===== config.mk =====
export PLATFORM = sky130hd
export DESIGN_NAME = fracBaudGen
export DESIGN_NICKNAME = d
export VERILOG_FILES = /design/src/rtl/fbgPkg.sv /design/src/rtl/fbgCtrl.sv /design/src/rtl/fbgDatapath.sv /design/src/rtl/fracBaudGen.sv
export SDC_FILE = /design/constraint.sdc
export NUM_CORES = 1
export LEC_CHECK = 0
export BUFFER_PORTS_ARGS = -buffer_cell sky130_fd_sc_hd__clkbuf_2
export CORE_ASPECT_RATIO = 0.7
export CORE_MARGIN = 2
export CORE_UTILIZATION = 60
export CTS_BUF_LIST = sky130_fd_sc_hd__clkbuf_2 sky130_fd_sc_hd__clkbuf_4 sky130_fd_sc_hd__clkbuf_8
export CTS_CLUSTER_DIAMETER = 150
export DETAILED_ROUTE_END_ITERATION = 8
export HOLD_SLACK_MARGIN = 0.02
export PLACE_DENSITY_LB_ADDON = 0.3
export SLEW_MARGIN = 20
export SYNTH_ARGS = -nofsm -noshare
export SYNTH_HDL_FRONTEND = slang
export SYNTH_SLANG_ARGS = --single-unit

===== constraint.sdc =====
create_clock -name clk -period 4.22 [get_ports clk]
set_clock_uncertainty 0.05 [all_clocks]
set_input_delay 0.422 -clock clk [delete_from_list [all_inputs] [get_ports clk]]
set_output_delay 0.422 -clock clk [all_outputs]
set_load 0.02 [all_outputs]

===== src/rtl/fbgPkg.sv =====
package fbgPkg;
  typedef enum logic [1:0] {
    SEL_LO   = 2'd0,
    SEL_HI   = 2'd1,
    SEL_FRAC = 2'd2,
    SEL_NONE = 2'd3
  } regSel_e;

  typedef enum logic [1:0] {
    OS_16  = 2'd0,
    OS_8   = 2'd1,
    OS_4   = 2'd2,
    OS_16B = 2'd3
  } osMode_e;

  typedef struct packed {
    logic restart;
  } fbgStrobe_t;

  localparam int SUB_W = 4;

  function automatic logic [SUB_W-1:0] lastSub(osMode_e m);
    case (m)
      OS_8:    return SUB_W'(7);
      OS_4:    return SUB_W'(3);
      default: return SUB_W'(15);
    endcase
  endfunction
endpackage


===== src/rtl/fbgCtrl.sv =====
module fbgCtrl
  import fbgPkg::*;
#(
  parameter int BYTE_W = 8,
  parameter int FRAC_W = 4,
  localparam int DIV_W = 2 * BYTE_W
) (
  input  logic              clk,
  input  logic              rstN,
  input  logic              wrEn,
  input  logic [1:0]        wrSel,
  input  logic [BYTE_W-1:0] wrData,
  input  logic              enhEn,
  output logic [DIV_W-1:0]  divisor,
  output logic [FRAC_W-1:0] frac,
  output osMode_e           osMode,
  output fbgStrobe_t        strobes
);
  logic [BYTE_W-1:0] loReg, hiReg;
  logic [FRAC_W+1:0] fracReg;
  logic loWr, hiWr, fracWr;

  always_comb begin
    loWr   = wrEn && (regSel_e'(wrSel) == SEL_LO);
    hiWr   = wrEn && (regSel_e'(wrSel) == SEL_HI);
    fracWr = wrEn && (regSel_e'(wrSel) == SEL_FRAC) && enhEn;
    strobes.restart = loWr || hiWr || fracWr;
  end

  always_ff @(posedge clk or negedge rstN) begin
    if (!rstN) begin
      loReg   <= '0;
      hiReg   <= '0;
      fracReg <= '0;
    end else begin
      if (loWr)   loReg   <= wrData;
      if (hiWr)   hiReg   <= wrData;
      if (fracWr) fracReg <= wrData[FRAC_W+1:0];
    end
  end

  assign divisor = {hiReg, loReg};
  assign frac    = fracReg[FRAC_W-1:0];
  assign osMode  = osMode_e'(fracReg[FRAC_W+1:FRAC_W]);


  gated_write_chk: assert property (@(posedge clk) disable iff (!rstN)
    (wrEn && regSel_e'(wrSel) == SEL_FRAC && !enhEn) |=> $stable(fracReg));


  null_select_chk: assert property (@(posedge clk) disable iff (!rstN)
    (wrEn && regSel_e'(wrSel) == SEL_NONE) |=> ($stable(loReg) && $stable(hiReg) && $stable(fracReg)));
endmodule


===== src/rtl/fbgDatapath.sv =====
module fbgDatapath
  import fbgPkg::*;
#(
  parameter int DIV_W  = 16,
  parameter int FRAC_W = 4,
  localparam int CNT_W = DIV_W + 1
) (
  input  logic              clk,
  input  logic              rstN,
  input  fbgStrobe_t        strobes,
  input  logic [DIV_W-1:0]  divisor,
  input  logic [FRAC_W-1:0] frac,
  input  osMode_e           osMode,
  output logic              sampleTick,
  output logic              bitTick
);
  logic [CNT_W-1:0]  cnt, periodLen;
  logic [FRAC_W:0]   accSum;
  logic [FRAC_W-1:0] acc;
  logic [SUB_W-1:0]  subCnt, subLast;
  logic divZero, periodEnd;

  always_comb begin
    accSum    = {1'b0, acc} + {1'b0, frac};
    periodLen = {1'b0, divisor} + CNT_W'(accSum[FRAC_W]);
    divZero   = (divisor == '0);
    periodEnd = !divZero && (cnt == periodLen - CNT_W'(1));
    subLast   = lastSub(osMode);
  end

  always_ff @(posedge clk or negedge rstN) begin
    if (!rstN) begin
      cnt    <= '0;
      acc    <= '0;
      subCnt <= '0;
    end else if (strobes.restart) begin
      cnt    <= '0;
      acc    <= '0;
      subCnt <= '0;
    end else if (!divZero) begin
      if (periodEnd) begin
        cnt    <= '0;
        acc    <= accSum[FRAC_W-1:0];
        subCnt <= (subCnt == subLast) ? '0 : subCnt + SUB_W'(1);
      end else begin
        cnt <= cnt + CNT_W'(1);
      end
    end
  end

  assign sampleTick = periodEnd;
  assign bitTick    = periodEnd && (subCnt == subLast);


  zero_div_chk: assert property (@(posedge clk) disable iff (!rstN)
    (divisor == '0) |-> (!sampleTick && !bitTick));


  bit_in_sample_chk: assert property (@(posedge clk) disable iff (!rstN)
    bitTick |-> sampleTick);


  cnt_bound_chk: assert property (@(posedge clk) disable iff (!rstN)
    !divZero |-> (cnt < periodLen));


  sub_bound_chk: assert property (@(posedge clk) disable iff (!rstN)
    subCnt <= subLast);


  restart_chk: assert property (@(posedge clk) disable iff (!rstN)
    strobes.restart |=> (cnt == '0 && acc == '0 && subCnt == '0));
endmodule


===== src/rtl/fracBaudGen.sv =====
module fracBaudGen
  import fbgPkg::*;
#(
  parameter int BYTE_W = 8,
  parameter int FRAC_W = 4,
  localparam int DIV_W = 2 * BYTE_W
) (
  input  logic              clk,
  input  logic              rstN,
  input  logic              wrEn,
  input  logic [1:0]        wrSel,
  input  logic [BYTE_W-1:0] wrData,
  input  logic              enhEn,
  output logic              sampleTick,
  output logic              bitTick
);
  logic [DIV_W-1:0]  divisor;
  logic [FRAC_W-1:0] frac;
  osMode_e           osMode;
  fbgStrobe_t        strobes;

  fbgCtrl #(.BYTE_W(BYTE_W), .FRAC_W(FRAC_W)) ctrl (
    .clk(clk), .rstN(rstN), .wrEn(wrEn), .wrSel(wrSel), .wrData(wrData),
    .enhEn(enhEn), .divisor(divisor), .frac(frac), .osMode(osMode),
    .strobes(strobes)
  );

  fbgDatapath #(.DIV_W(DIV_W), .FRAC_W(FRAC_W)) dp (
    .clk(clk), .rstN(rstN), .strobes(strobes), .divisor(divisor),
    .frac(frac), .osMode(osMode), .sampleTick(sampleTick), .bitTick(bitTick)
  );
endmodule


==> metrics.md <==
| Metric | Value |
|---|---|
| Outcome | finished, final reports clean |
| Chip height | 63.60 microns |
| Logic pwr share | 0.271 |
| M1 WL | 3399 microns |
| Net Sw Frac | 0.3400 |
| Req. time, crit path | 3.75 ns |
| Router iterations before antenna repair | 4 |
| Starting DRT DRC Count | 210 |
| Design Power | 1.210 mW |
| IR drop worst, VDD | 0.2014 mV |
| Die area | 5669 sq um |
| Distinct cell type count after synthesis | 56 |
| Ant. Diodes | 0 |
| Top layer in use | met4 |
| Post-synth top area share | 0.3864 |
| Warnings, synthesis | 0 |
| Mean routed wirelength per cell | 17.21 microns |
| Longest Clk Path Bufs | 2 |
| Top_reg_cell synth | dfrtp_1 |
| Cell type with the largest total area after synthesis | dfrtp_1 |
| Arr. time, crit path | 3.60 ns |
| First-pass GRT wire length | 11,300 microns |
| Sequential power share | 0.488 |
| Share of cells above drive strength 1 | 0.2693 |
| GRT overflow | 0 |
| Power Internal | 0.7988 mW |
| DRC violations left | 0 |
| Port Buf Inserts | 15 |
| Clock Power Share | 0.242 |
| Drt via density | 6.015 |
| Post-synth net total | 321 |
| Avg Inst Size Synth | 10.25 sq um |
| Routed met3 length | 426 microns |
| Total CTS buffers | 5 |
| Vias in the first global route | 2,216 |
| H-tree Lvls | 2 |
| Sw power | 0.4115 mW |
| Max frequency | 245.8 MHz |
| Synth top area cells | dfrtp_1 (39%), mux2_2 (7.4%), xnor2_1 (7.2%) |
| Slew Limit Fails | 0 |
| Total GRT Usage | 0.2620 |
| Fin. Hold Viols | 0 |
| Row count | 21 |
| Kind of critical path | flop to output port |
| Post-DP HPWL | 5054 microns |
| CP max FO | 4 |
| Clock root cell | clkbuf_8 |
| CP endpoint kind | output port |
| Top-Level Pins | 16 |
| Fin crit share | 0.9639 |
| Clk Latency, worst-skew pair | 0.31 ns |
| Max-Cap Viols | 0 |
| Clock sink count | 47 |
| Detail Route Antenna Nets | 0 |
| Core ar. | 4835 sq um |
| Synth-to-Final Area Change | 10.81% |
| Pwr dens | 358.8 nW/um^2 |
| Vias | 2,358 |
| Die width | 89.14 microns |
| Pleak | 1.422 nW |
| CTS tree | done |
| Area of the mapped netlist | 3044 sq um |
| Tightest Pin Transition | 0.8223 ns |
| Metal2 WL | 2825 microns |
| Post-synth EDFFs | 0 |
| Count of final setup violators | 0 |
| Initial antenna violation count | 0 |
| Placer Congestion | 0.9498 |
| Utilization after layout | 0.6977 |
| Total routed wirelength | 6745 microns |
| Rel. slew slack | 0.4467 |
| Placed insts | 377 |
| Final cell count without fillers | 392 |
| Hold WS | 0.1478 ns |
| HP Class | input pin to asynchronous set/reset pin |
| Pin count of the biggest net entering global routing | 48 |
| Post-synthesis sequential area ratio | 0.3864 |
| Worst-path clk slew | 0.09 ns |
| # nets final | 346 |
| Fin crit period | 4.068 ns |
| Number of synthesized register bits | 47 |
| Post-Syn Instances | 297 |
| Initial Util | 0.6297 |
| Ys async rst share | 1.000 |
| CP Launch Type | flop |
[registers in the layout (all words and copies together) (netlist names)]
signal / flops
ctrl.hiReg: 8
ctrl.fracReg: 6
dp.subCnt: 4
ctrl.loReg: 8
dp.cnt: 17
dp.acc: 4
[layout by cell type (no fill, tap or decap), types with 3 or more instances in the layout]
cell type / netlist / layout
nor3_2: 10 / 10
mux2_2: 20 / 19
and3_1: 4 / 4
nor2_1: 15 / 15
nand3_1: 19 / 19
clkbuf_2: 0 / 14
xnor2_1: 25 / 25
dfrtp_1: 47 / 47
a21oi_1: 13 / 13
a21o_1: 3 / 3
nand4_1: 9 / 9
o21ai_0: 10 / 10
nor3_1: 14 / 14
nand4b_1: 3 / 3
ha_1: 9 / 6
xor2_1: 14 / 14
clkbuf_8: 0 / 6
inv_1: 13 / 13
buf_4: 0 / 13
nor3b_1: 4 / 3
nand2_1: 11 / 11
[critical path, cell delays in order (launching register included)]
cell      delay [ns]
dfrtp_1         0.40
ha_2            0.20
inv_1           0.08
fa_2            0.21
inv_1           0.04
a21o_1          0.17
a21oi_1         0.15
ha_2            0.23
ha_4            0.14
nor3b_4         0.20
nand3b_1        0.18
mux2i_1         0.29
a31oi_4         0.08
or4_4           0.56
nor3_1          0.18
buf_2           0.19
[synth_stat cells, types with 10 or more instances]
cell,n
dfrtp_1,47
xnor2_1,25
mux2_2,20
nand3_1,19
nor2_1,15
nor3_1,14
xor2_1,14
a21oi_1,13
inv_1,13
nand2_1,11
nor3_2,10
o21ai_0,10
[timing repair]
| item | 4_1_cts | 5_1_grt |
|---|---|---|
| pin swaps | 0 | 4 |
| hold buffers | 0 | 0 |
| buffers inserted | 0 | 7 |
| endpoints found under the setup margin | 2 | 2 |
| resized for setup | 1 | 9 |
[logic make-up (layout without fill, tap and decap cells)]
group,after synthesis,in the layout,share of synthesized area
fa+ha+maj,10,10,0.04357
buf+inv,24,50,0.04151
simple gates,113,113,0.2417
flops,47,47,0.3864
mux,22,22,0.08056
compound gates,41,41,0.08878
xor+xnor,40,40,0.1176
[routing by layer]
metal,track usage,vias up
li1,-,1123
met1,0.4265,1152
met2,0.3417,70
met3,0.06553,13
met4,0.06157,0
met5,0,-
[metrics by stage]
stage	instance area (sq um)	worst slack (ns)	setup TNS, ns
after detailed placement	3184	0.2348	0
after global routing	3373	-0.04023	-0.04023
after global placement	3184	0.3438	0
final	3373	0.1522	0
after floorplan	3044	0.2557	0
after CTS	3287	0.005368	0
[worst paths after layout]
check | end | from | cells past startpoint | slack, ns
max in group asynchronous | ctrl.hiReg[0] | rstN | 2 | 3.59
worst max register to register | dp.cnt[6] | ctrl.fracReg[0] | 17 | 0.59
worst min register to register | ctrl.fracReg[5] | ctrl.fracReg[5] | 1 | 0.48
worst max-delay path | bitTick | ctrl.fracReg[0] | 15 | 0.15
worst min-delay path | dp.acc[2] | rstN | 2 | 0.15
min in group clk | ctrl.hiReg[6] | wrData[6] | 2 | 0.30
[cell type report]
type | instances | area [sq um]
well taps | 69 | 86.33
multi-input cells | 226 | 1779
fillers | 379 | 1461
flip-flops and latches | 47 | 1176
clock buffers | 6 | 82.58
clock inverters | 2 | 16.27
inverters | 13 | 48.80
repair buffers | 29 | 183.9
[power by group through the flow]
| stage | sequential (mW) | combinational [mW] | clock (mW) |
|---|---|---|---|
| final | 0.590 | 0.328 | 0.292 |
| after global placement | 0.593 | 0.298 | 0 |
| after global routing | 0.600 | 0.363 | 0.323 |
| after detailed placement | 0.596 | 0.309 | 0 |
| after floorplan | 0.558 | 0.255 | 0 |
| after CTS | 0.588 | 0.310 | 0.299 |
(Power assumes the default switching activity.)
